[src/rtl/irq_ctrl_pkg.sv]
package irq_ctrl_pkg;
  // Number of request sources; the register layout is built for exactly this count.
  localparam int NSRC = 5;
  // Sources held in register 0; the rest live in register 1.
  localparam int R0_SRC = 3;

  typedef enum logic [2:0] {
    SRC_EXT  = 3'd0,
    SRC_TMR0 = 3'd1,
    SRC_TMR1 = 3'd2,
    SRC_RTC  = 3'd3,
    SRC_DIAL = 3'd4
  } irq_src_e;
endpackage

[src/rtl/irq_capture.sv]
// Turns raw request inputs into one-cycle flag set requests.
// Sources marked in FALL_MASK are edge detected on a high-to-low change;
// the others pass straight through as level-per-cycle set requests.
module irq_capture #(
  parameter int          N         = 5,
  parameter logic [N-1:0] FALL_MASK = N'(1)
) (
  input  logic         clk,
  input  logic         rst,
  input  logic [N-1:0] raw_in,
  output logic [N-1:0] set_req
);
  for (genvar i = 0; i < N; i++) begin : g_src
    if (FALL_MASK[i]) begin : g_fall
      logic prev_q;
      always_ff @(posedge clk) begin
        if (rst) prev_q <= 1'b1;
        else     prev_q <= raw_in[i];
      end
      assign set_req[i] = prev_q & ~raw_in[i];
    end else begin : g_lvl
      assign set_req[i] = raw_in[i];
    end
  end
endmodule

[src/rtl/irq_regs.sv]
// Holds the global enable, per-source enables and flags, and spare bits.
// A write replaces all fields of the addressed register, overriding any
// hardware update to those fields in that cycle.
module irq_regs
  import irq_ctrl_pkg::*;
#(
  parameter int REG_W = 8
) (
  input  logic             clk,
  input  logic             rst,
  input  logic             wr_en,
  input  logic             wr_sel,
  input  logic [REG_W-1:0] wr_data,
  input  logic [NSRC-1:0]  set_req,
  input  logic [NSRC-1:0]  clr_req,
  input  logic             take,
  output logic             gie,
  output logic [NSRC-1:0]  en,
  output logic [NSRC-1:0]  flg,
  output logic [REG_W-1:0] ctl0,
  output logic [REG_W-1:0] ctl1
);
  localparam int R1_SRC = NSRC - R0_SRC;

  logic [1:0] spare_q;
  logic       wr0, wr1;

  assign wr0 = wr_en & ~wr_sel;
  assign wr1 = wr_en &  wr_sel;

  always_ff @(posedge clk) begin
    if (rst) begin
      gie     <= 1'b0;
      en      <= '0;
      flg     <= '0;
      spare_q <= '0;
    end else begin
      gie <= gie & ~take;
      flg <= (flg & ~clr_req) | set_req;
      if (wr0) begin
        gie              <= wr_data[0];
        en[R0_SRC-1:0]   <= wr_data[R0_SRC:1];
        flg[R0_SRC-1:0]  <= wr_data[2*R0_SRC:R0_SRC+1];
      end
      if (wr1) begin
        spare_q[0]         <= wr_data[0];
        en[NSRC-1:R0_SRC]  <= wr_data[R1_SRC:1];
        spare_q[1]         <= wr_data[4];
        flg[NSRC-1:R0_SRC] <= wr_data[4+R1_SRC:5];
      end
    end
  end

  always_comb begin
    ctl0 = '0;
    ctl0[0]                  = gie;
    ctl0[R0_SRC:1]           = en[R0_SRC-1:0];
    ctl0[2*R0_SRC:R0_SRC+1]  = flg[R0_SRC-1:0];
    ctl1 = '0;
    ctl1[0]                  = spare_q[0];
    ctl1[R1_SRC:1]           = en[NSRC-1:R0_SRC];
    ctl1[4]                  = spare_q[1];
    ctl1[4+R1_SRC:5]         = flg[NSRC-1:R0_SRC];
  end
endmodule

[src/rtl/irq_arbiter.sv]
// Fixed-priority selection (lowest index wins), take decision,
// registered push strobe, vector and wake outputs.
module irq_arbiter #(
  parameter int N        = 5,
  parameter int VEC_W    = 8,
  parameter int VEC_BASE = 4,
  parameter int VEC_STEP = 4
) (
  input  logic             clk,
  input  logic             rst,
  input  logic             gie,
  input  logic [N-1:0]     en,
  input  logic [N-1:0]     flg,
  input  logic             stack_full,
  input  logic             wr_en,
  output logic             take,
  output logic [N-1:0]     clr_req,
  output logic             push_pc,
  output logic [VEC_W-1:0] vector,
  output logic             wake
);
  logic [N-1:0]     pend;
  logic [N-1:0]     win_oh;
  logic [VEC_W-1:0] vec_nxt;

  assign pend = flg & en;

  always_comb begin
    win_oh  = '0;
    vec_nxt = '0;
    for (int i = N - 1; i >= 0; i--) begin
      if (pend[i]) begin
        win_oh  = N'(1) << i;
        vec_nxt = VEC_W'(VEC_BASE + VEC_STEP * i);
      end
    end
  end

  assign take    = gie & (|pend) & ~stack_full & ~wr_en;
  assign clr_req = take ? win_oh : '0;

  always_ff @(posedge clk) begin
    if (rst) begin
      push_pc <= 1'b0;
      vector  <= '0;
      wake    <= 1'b0;
    end else begin
      push_pc <= take;
      wake    <= |pend;
      if (take) vector <= vec_nxt;
    end
  end
endmodule

[src/rtl/irq_ctrl.sv]
module irq_ctrl
  import irq_ctrl_pkg::*;
#(
  parameter int REG_W    = 8,
  parameter int VEC_W    = 8,
  parameter int VEC_BASE = 4,
  parameter int VEC_STEP = 4
) (
  input  logic             clk,
  input  logic             rst,
  input  logic             ext_irq_n,
  input  logic             tmr0_ovf,
  input  logic             tmr1_ovf,
  input  logic             rtc_tick,
  input  logic             dial_evt,
  input  logic             stack_full,
  input  logic             wr_en,
  input  logic             wr_sel,
  input  logic [REG_W-1:0] wr_data,
  output logic [REG_W-1:0] ctl0,
  output logic [REG_W-1:0] ctl1,
  output logic             push_pc,
  output logic [VEC_W-1:0] vector,
  output logic             wake
);
  localparam logic [NSRC-1:0] FALL_MASK = NSRC'(1) << SRC_EXT;

  logic [NSRC-1:0] raw_in;
  logic [NSRC-1:0] set_req;
  logic [NSRC-1:0] clr_req;
  logic [NSRC-1:0] en;
  logic [NSRC-1:0] flg;
  logic            gie;
  logic            take;

  always_comb begin
    raw_in           = '0;
    raw_in[SRC_EXT]  = ext_irq_n;
    raw_in[SRC_TMR0] = tmr0_ovf;
    raw_in[SRC_TMR1] = tmr1_ovf;
    raw_in[SRC_RTC]  = rtc_tick;
    raw_in[SRC_DIAL] = dial_evt;
  end

  irq_capture #(.N(NSRC), .FALL_MASK(FALL_MASK)) u_cap (
    .clk     (clk),
    .rst     (rst),
    .raw_in  (raw_in),
    .set_req (set_req)
  );

  irq_regs #(.REG_W(REG_W)) u_regs (
    .clk     (clk),
    .rst     (rst),
    .wr_en   (wr_en),
    .wr_sel  (wr_sel),
    .wr_data (wr_data),
    .set_req (set_req),
    .clr_req (clr_req),
    .take    (take),
    .gie     (gie),
    .en      (en),
    .flg     (flg),
    .ctl0    (ctl0),
    .ctl1    (ctl1)
  );

  irq_arbiter #(
    .N(NSRC), .VEC_W(VEC_W), .VEC_BASE(VEC_BASE), .VEC_STEP(VEC_STEP)
  ) u_arb (
    .clk        (clk),
    .rst        (rst),
    .gie        (gie),
    .en         (en),
    .flg        (flg),
    .stack_full (stack_full),
    .wr_en      (wr_en),
    .take       (take),
    .clr_req    (clr_req),
    .push_pc    (push_pc),
    .vector     (vector),
    .wake       (wake)
  );
endmodule

[config.mk]
export PLATFORM = sky130hd
export DESIGN_NAME = irq_ctrl
export DESIGN_NICKNAME = d
export VERILOG_FILES = /design/src/rtl/irq_ctrl_pkg.sv /design/src/rtl/irq_capture.sv /design/src/rtl/irq_regs.sv /design/src/rtl/irq_arbiter.sv /design/src/rtl/irq_ctrl.sv
export SDC_FILE = /design/constraint.sdc
export NUM_CORES = 1
export LEC_CHECK = 0
export ABC_CLOCK_PERIOD_IN_PS = 3060
export BUFFER_PORTS_ARGS = -buffer_cell sky130_fd_sc_hd__buf_2
export CORE_ASPECT_RATIO = 0.8
export CORE_MARGIN = 10
export CORE_UTILIZATION = 35
export CTS_BUF_LIST = sky130_fd_sc_hd__clkbuf_2
export DETAILED_ROUTE_END_ITERATION = 8
export PLACE_DENSITY = 0.67
export SLEW_MARGIN = 20
export SYNTH_ARGS = -nofsm -noshare
export SYNTH_HDL_FRONTEND = slang
export SYNTH_SLANG_ARGS = --single-unit
[constraint.sdc]
create_clock -name clk -period 3.06 [get_ports clk]
set_input_delay 0.459 -clock clk [delete_from_list [all_inputs] [get_ports clk]]
set_output_delay 0.459 -clock clk [all_outputs]
set_load 0.005 [all_outputs]
# ---- Yosys cells after proc, flatten, opt, wreduce, memory -nomap -nowiden
# Index checks and enable logic that the tools add are counted.
# Widths: inputs -> output; s select.
dict set report word_totals {
  input_bits 18
  ff_bits 24
  wordCells 40
}
dict set report op_classes {
  n_reduce_logical 1
  n_bitwise 16
  muxes 14
}
# operator n
set op_table {}
lappend op_table {{$mux 5} 11}
lappend op_table {{$and 5x5->5} 2}
lappend op_table {{$and 1x1->1} 7}
lappend op_table {{$not 1->1} 5}
lappend op_table {{$not 5->5} 1}
lappend op_table {{$or 5x5->5} 1}
lappend op_table {{$reduce_or 5->1} 1}
lappend op_table {{$mux 3} 1}
lappend op_table {{$mux 2} 1}
lappend op_table {{$mux 1} 1}

# ---- Depth between registers and ports, before layout
dict set report logic_depth {
  ltp_word 11
  mapped_depth 6
  mapped_depth_nobuf 4
}

# ---- Modules after synthesis
# A second synthesis with hierarchy kept.
dict set report unflattened {
  cells_unflattened 130
  area_unflattened_um2 1086.0
}
# module instances seq_area_each_um2 cells_each area_each_um2
set by_module_without_submodules {}
lappend by_module_without_submodules {irq_regs 1 260.2 79 671.9}
lappend by_module_without_submodules {irq_arbiter 1 100.1 44 349.1}
lappend by_module_without_submodules {irq_capture 1 20.0 7 65.1}

# ---- Worst setup path after synthesis
# Ideal clock, no wire load.
dict set report synth_timing {
  path_kind {input port to flip-flop}
  startpoint {in wr_en}
  endpoint {reg u_arb.vector[2]}
  path_buffers 1
  cell_stages 4
  setup_slack_ps 1543
  arrival_ps 1421
  path_cell_list {buf_6 -> or3b_4 -> a21o_4 -> o41ai_2}
}
dict set report synth_between {
  elab_chain_len 2
}
# item line
set synth_lines {}
lappend synth_lines {{from (decl)} irq_ctrl.sv:17} ;# input logic wr_en,
lappend synth_lines {{$not 1->1} irq_arbiter.sv:39} ;# assign take = gie & (|pend) & ~stack_full & ~wr_en;
lappend synth_lines {{$and 1x1->1} irq_arbiter.sv:39}
lappend synth_lines {{to (signal assigned)} irq_arbiter.sv:50} ;# if (take) vector <= vec_nxt;
lappend synth_lines {{to (decl)} irq_arbiter.sv:19} ;# output logic [VEC_W-1:0] vector,
# Every way passes these cells.
# A chain may end at the register's enable or synchronous reset.

# ---- Worst setup path after layout
dict set report layout_timing {
  startpoint {reg u_regs.en[0]}
  endpoint {reg u_regs.flg[1]}
}
dict set report layout_between {
  elab_chain_len 10
  word_cells_on_any_way 11
}
# item line
set layout_lines {}
lappend layout_lines {{from (decl)} irq_regs.sv:18} ;# output logic [NSRC-1:0] en,
lappend layout_lines {{from (signal, indexed assignment)} irq_regs.sv:42} ;# en[R0_SRC-1:0] <= wr_data[R0_SRC:1];
lappend layout_lines {{from (signal, indexed assignment)} irq_regs.sv:47} ;# en[NSRC-1:R0_SRC] <= wr_data[R1_SRC:1];
lappend layout_lines {{$and 5x5->5 (*)} irq_arbiter.sv:26} ;# assign pend = flg & en;
lappend layout_lines {{$reduce_or 5->1} irq_arbiter.sv:39}
lappend layout_lines {{$and 1x1->1 (3 in a row)} irq_arbiter.sv:39}
lappend layout_lines {{$mux 5 (*)} irq_arbiter.sv:40} ;# assign clr_req = take ? win_oh : '0;
lappend layout_lines {{$not 5->5 (*)} irq_regs.sv:39} ;# flg <= (flg & ~clr_req) | set_req;
lappend layout_lines {{$and 5x5->5 (*)} irq_regs.sv:39}
lappend layout_lines {{$or 5x5->5 (*)} irq_regs.sv:39}
lappend layout_lines {{$mux 3 (*)} irq_regs.sv:40} ;# if (wr0) begin
lappend layout_lines {{to (signal assigned)} irq_regs.sv:39}
lappend layout_lines {{to (signal, indexed assignment)} irq_regs.sv:43} ;# flg[R0_SRC-1:0] <= wr_data[2*R0_SRC:R0_SRC+1];
lappend layout_lines {{to (signal, indexed assignment)} irq_regs.sv:49} ;# flg[NSRC-1:R0_SRC] <= wr_data[4+R1_SRC:5];
lappend layout_lines {{to (decl)} irq_regs.sv:19} ;# output logic [NSRC-1:0] flg,
# Mark *: on every way between the ends. The rest lies on a longest branch, timed or not.

==> qor.txt <==
Area grow syn2layout - 18.5%
ANT cells - 0
Clk sinks - 19
Fin. max-slew vios - 0
DRT Pass-1 Iters - 6
Post-synth top cells - 19 x dfxtp_1, 19 x nand2_1, 14 x a21oi_1, 9 x buf_4, 7 x nor2_1
HP Class - in -> reg
Worst skew pair latency - 320 ps
Synthesis-stage register bit count - 19
Clock tree buffer depth - 2
Die height - 65.6 um
PwrDens - 416 mW/mm^2
Fin crit period - 1550 ps
Synthesized cell area - 908 sq um
Gpl congestion - 0.840
Die area - 0.00505 sq mm
Reg2Reg Depth - 4
Total gr overflow - 0
Top FF cell, synth - dfxtp_1
Yosys cell types - 32
Root buf cell - clkbuf_2
Hold_buf cts - 0
TNS Setup - 0 ps
R2R Path Start - u_regs.en[0]
Final setup violation count - 0
Vias after detailed routing - 848
Dpl hpwl - 1960 um
Largest net degree at the start of global routing - 21
Clk_skew - 5.85 ps
I/O pin cnt - 44
Async set-reset flop share out of synthesis - 0%
CTS resizes - 0
Terminus of the critical flop-to-flop path - u_regs.flg[1]
# rows - 16
Sequential area share after synthesis - 41.9%
First-pass GRT wire length - 4020 um
Core Footprint - 0.00246 sq mm
Cells after DPL - 173
Hold Path Origin - ext_irq_n
Final ANT Viol Nets - 0
LEAKAGE - 0.466 nW
Share of the synthesized area in the top cell type - 41.9%
Initial core utilization - 36.9%
DR iter-0 viols - 45
Crit path depth - 4
Delay-heaviest family, CP - compound AO/OA/AOI/OAI gates
Buffers on Ports - 34
Hold_ws - 322 ps
Non-Filler Instances - 177
Vias per cell - 4.79
Final number of hold-violating endpoints - 0
Max-Cap Viols - 0
Outcome - finished clean
CTS clk-pin slew, worst paths - 180 ps
Die X - 77.0 um
Worst VDD drop - 225 uV
CP max-delay cell - a222oi_1
Synth area leader - dfxtp_1
RSZ-0062 raised after global routing - no
WP buf/inv - 0
R2R Setup Slk - 1510 ps
Worst endpoint required time - 3310 ps
Hold path endpoint - u_cap.g_src[0].g_fall.prev_q
Slowest Stage Delay on Critical Path - 490 ps
CTS tree - built
Routed WL per cell - 13.9 um
WP data arrival - 1790 ps
F_max - 647 MHz
Num CTS Buffers - 3
Cells after Synth - 110
All-layer global routing usage - 9.65%
Mean post-synth cell area - 8.26 sq um
Startpoint Class - flip-flop
Number of antenna violations at the first check in global routing - 0
Hold path cells - 2
Post-synth EDFFs - 0
H-tree depth - 1
Vias in the first global route - 843
Final Cycle Share - 50.5%
Final Power - 0.447 mW
Worst setup EP type - flip-flop
Crit-path cells - a222oi_1, a21o_4, nor2_1, nor4_2
Critical Path Fanout Max - 6
Kind of critical path - reg -> reg
Post-CTS Setup Inserts - 0
YS warnings - 0
DRC errors left - 0
Drt total wl - 2460 um
NumNets Final - 160
Layout cells sized above 1 - 31.2%
Top post-synthesis cells by area - dfxtp_1 42%, nand2_1 7.9%, a21oi_1 7.7%
## per-layer routing
layer	wire, um	share of wire [%]	vias to the layer above	track usage, %
li1	-	-	435	-
met1	1130	46	377	11.2
met2	1040	42	32	14.6
met3	266	11	4	5.84
met4	17	0.69	0	2.78
met5	0	0	-	0
## flip-flops by register name (all words and copies together), names as in the netlist
name	flops
u_arb.wake	1
u_regs.gie	1
u_regs.en	5
u_arb.push_pc	1
u_regs.flg	5
u_cap.g_src.g_fall.prev_q	1
u_regs.spare_q	2
u_arb.vector	3
## cell usage in the layout, fill, tap and decap left out, types with 3 or more instances in the layout
cell type,synthesis,routed
buf_2,0,34
nand2_1,19,19
dfxtp_1,19,19
a21oi_1,14,14
conb_1,1,8
nor2_1,7,7
nand3_1,6,6
o21ai_0,3,3
clkbuf_2,0,3
## cells by family after synthesis
family	synth area share, %
AOI/OAI and AO/OA	19.3
buffers and inverters	11.2
DFF	41.9
other	0.413
and+or+nand+nor	27.3
## power breakdown
| group | leakage (nW) | total (mW) | switching (mW) | internal [mW] |
|---|---|---|---|---|
| sequential | 0.156 | 0.272 | 0.0123 | 0.260 |
| clock | 0.0164 | 0.111 | 0.0811 | 0.0296 |
| combinational | 0.293 | 0.0647 | 0.0361 | 0.0286 |
| total | 0.466 | 0.447 | 0.129 | 0.318 |
## worst max path at each step
stage	startpoint	endpoint	slack [ps]
finish	u_regs.en[0]	u_regs.flg[1]	1510
CTS	u_regs.en[0]	u_regs.flg[1]	1540
global route	u_regs.flg[4]	u_regs.flg[1]	1470
global placement	wr_en	u_arb.vector[2]	1440
floorplan	wr_en	u_arb.vector[2]	1540
detailed placement	wr_en	u_arb.vector[2]	1430
## cell type report
type                       count  area (sq um)
clock buffer                   3          15.0
sequential                    19           380
fill                         258          1390
timing repair buffer          34           170
clock inverter                 1          5.00
inverter                       2          7.51
tap                           36          45.0
multi-input combinational     82           453
## worst register-to-register path, cell delays in order (launching register included)
cell and delay (ps):
dfxtp_1 410, a222oi_1 490, a21o_4 240, nor2_1 70
nor4_2 260
## through the flow
stage	instance area, sq um	setup slack (ps)	util (%)
6_report	1080	1510	43.7
3_5_place_dp	1060	1430	42.9
3_3_place_gp	1060	1440	42.9
2_1_floorplan	935	1540	-
5_1_grt	1080	1470	43.7
4_1_cts	1080	1540	43.7
Note: power is estimated with default switching activity, not from simulation.
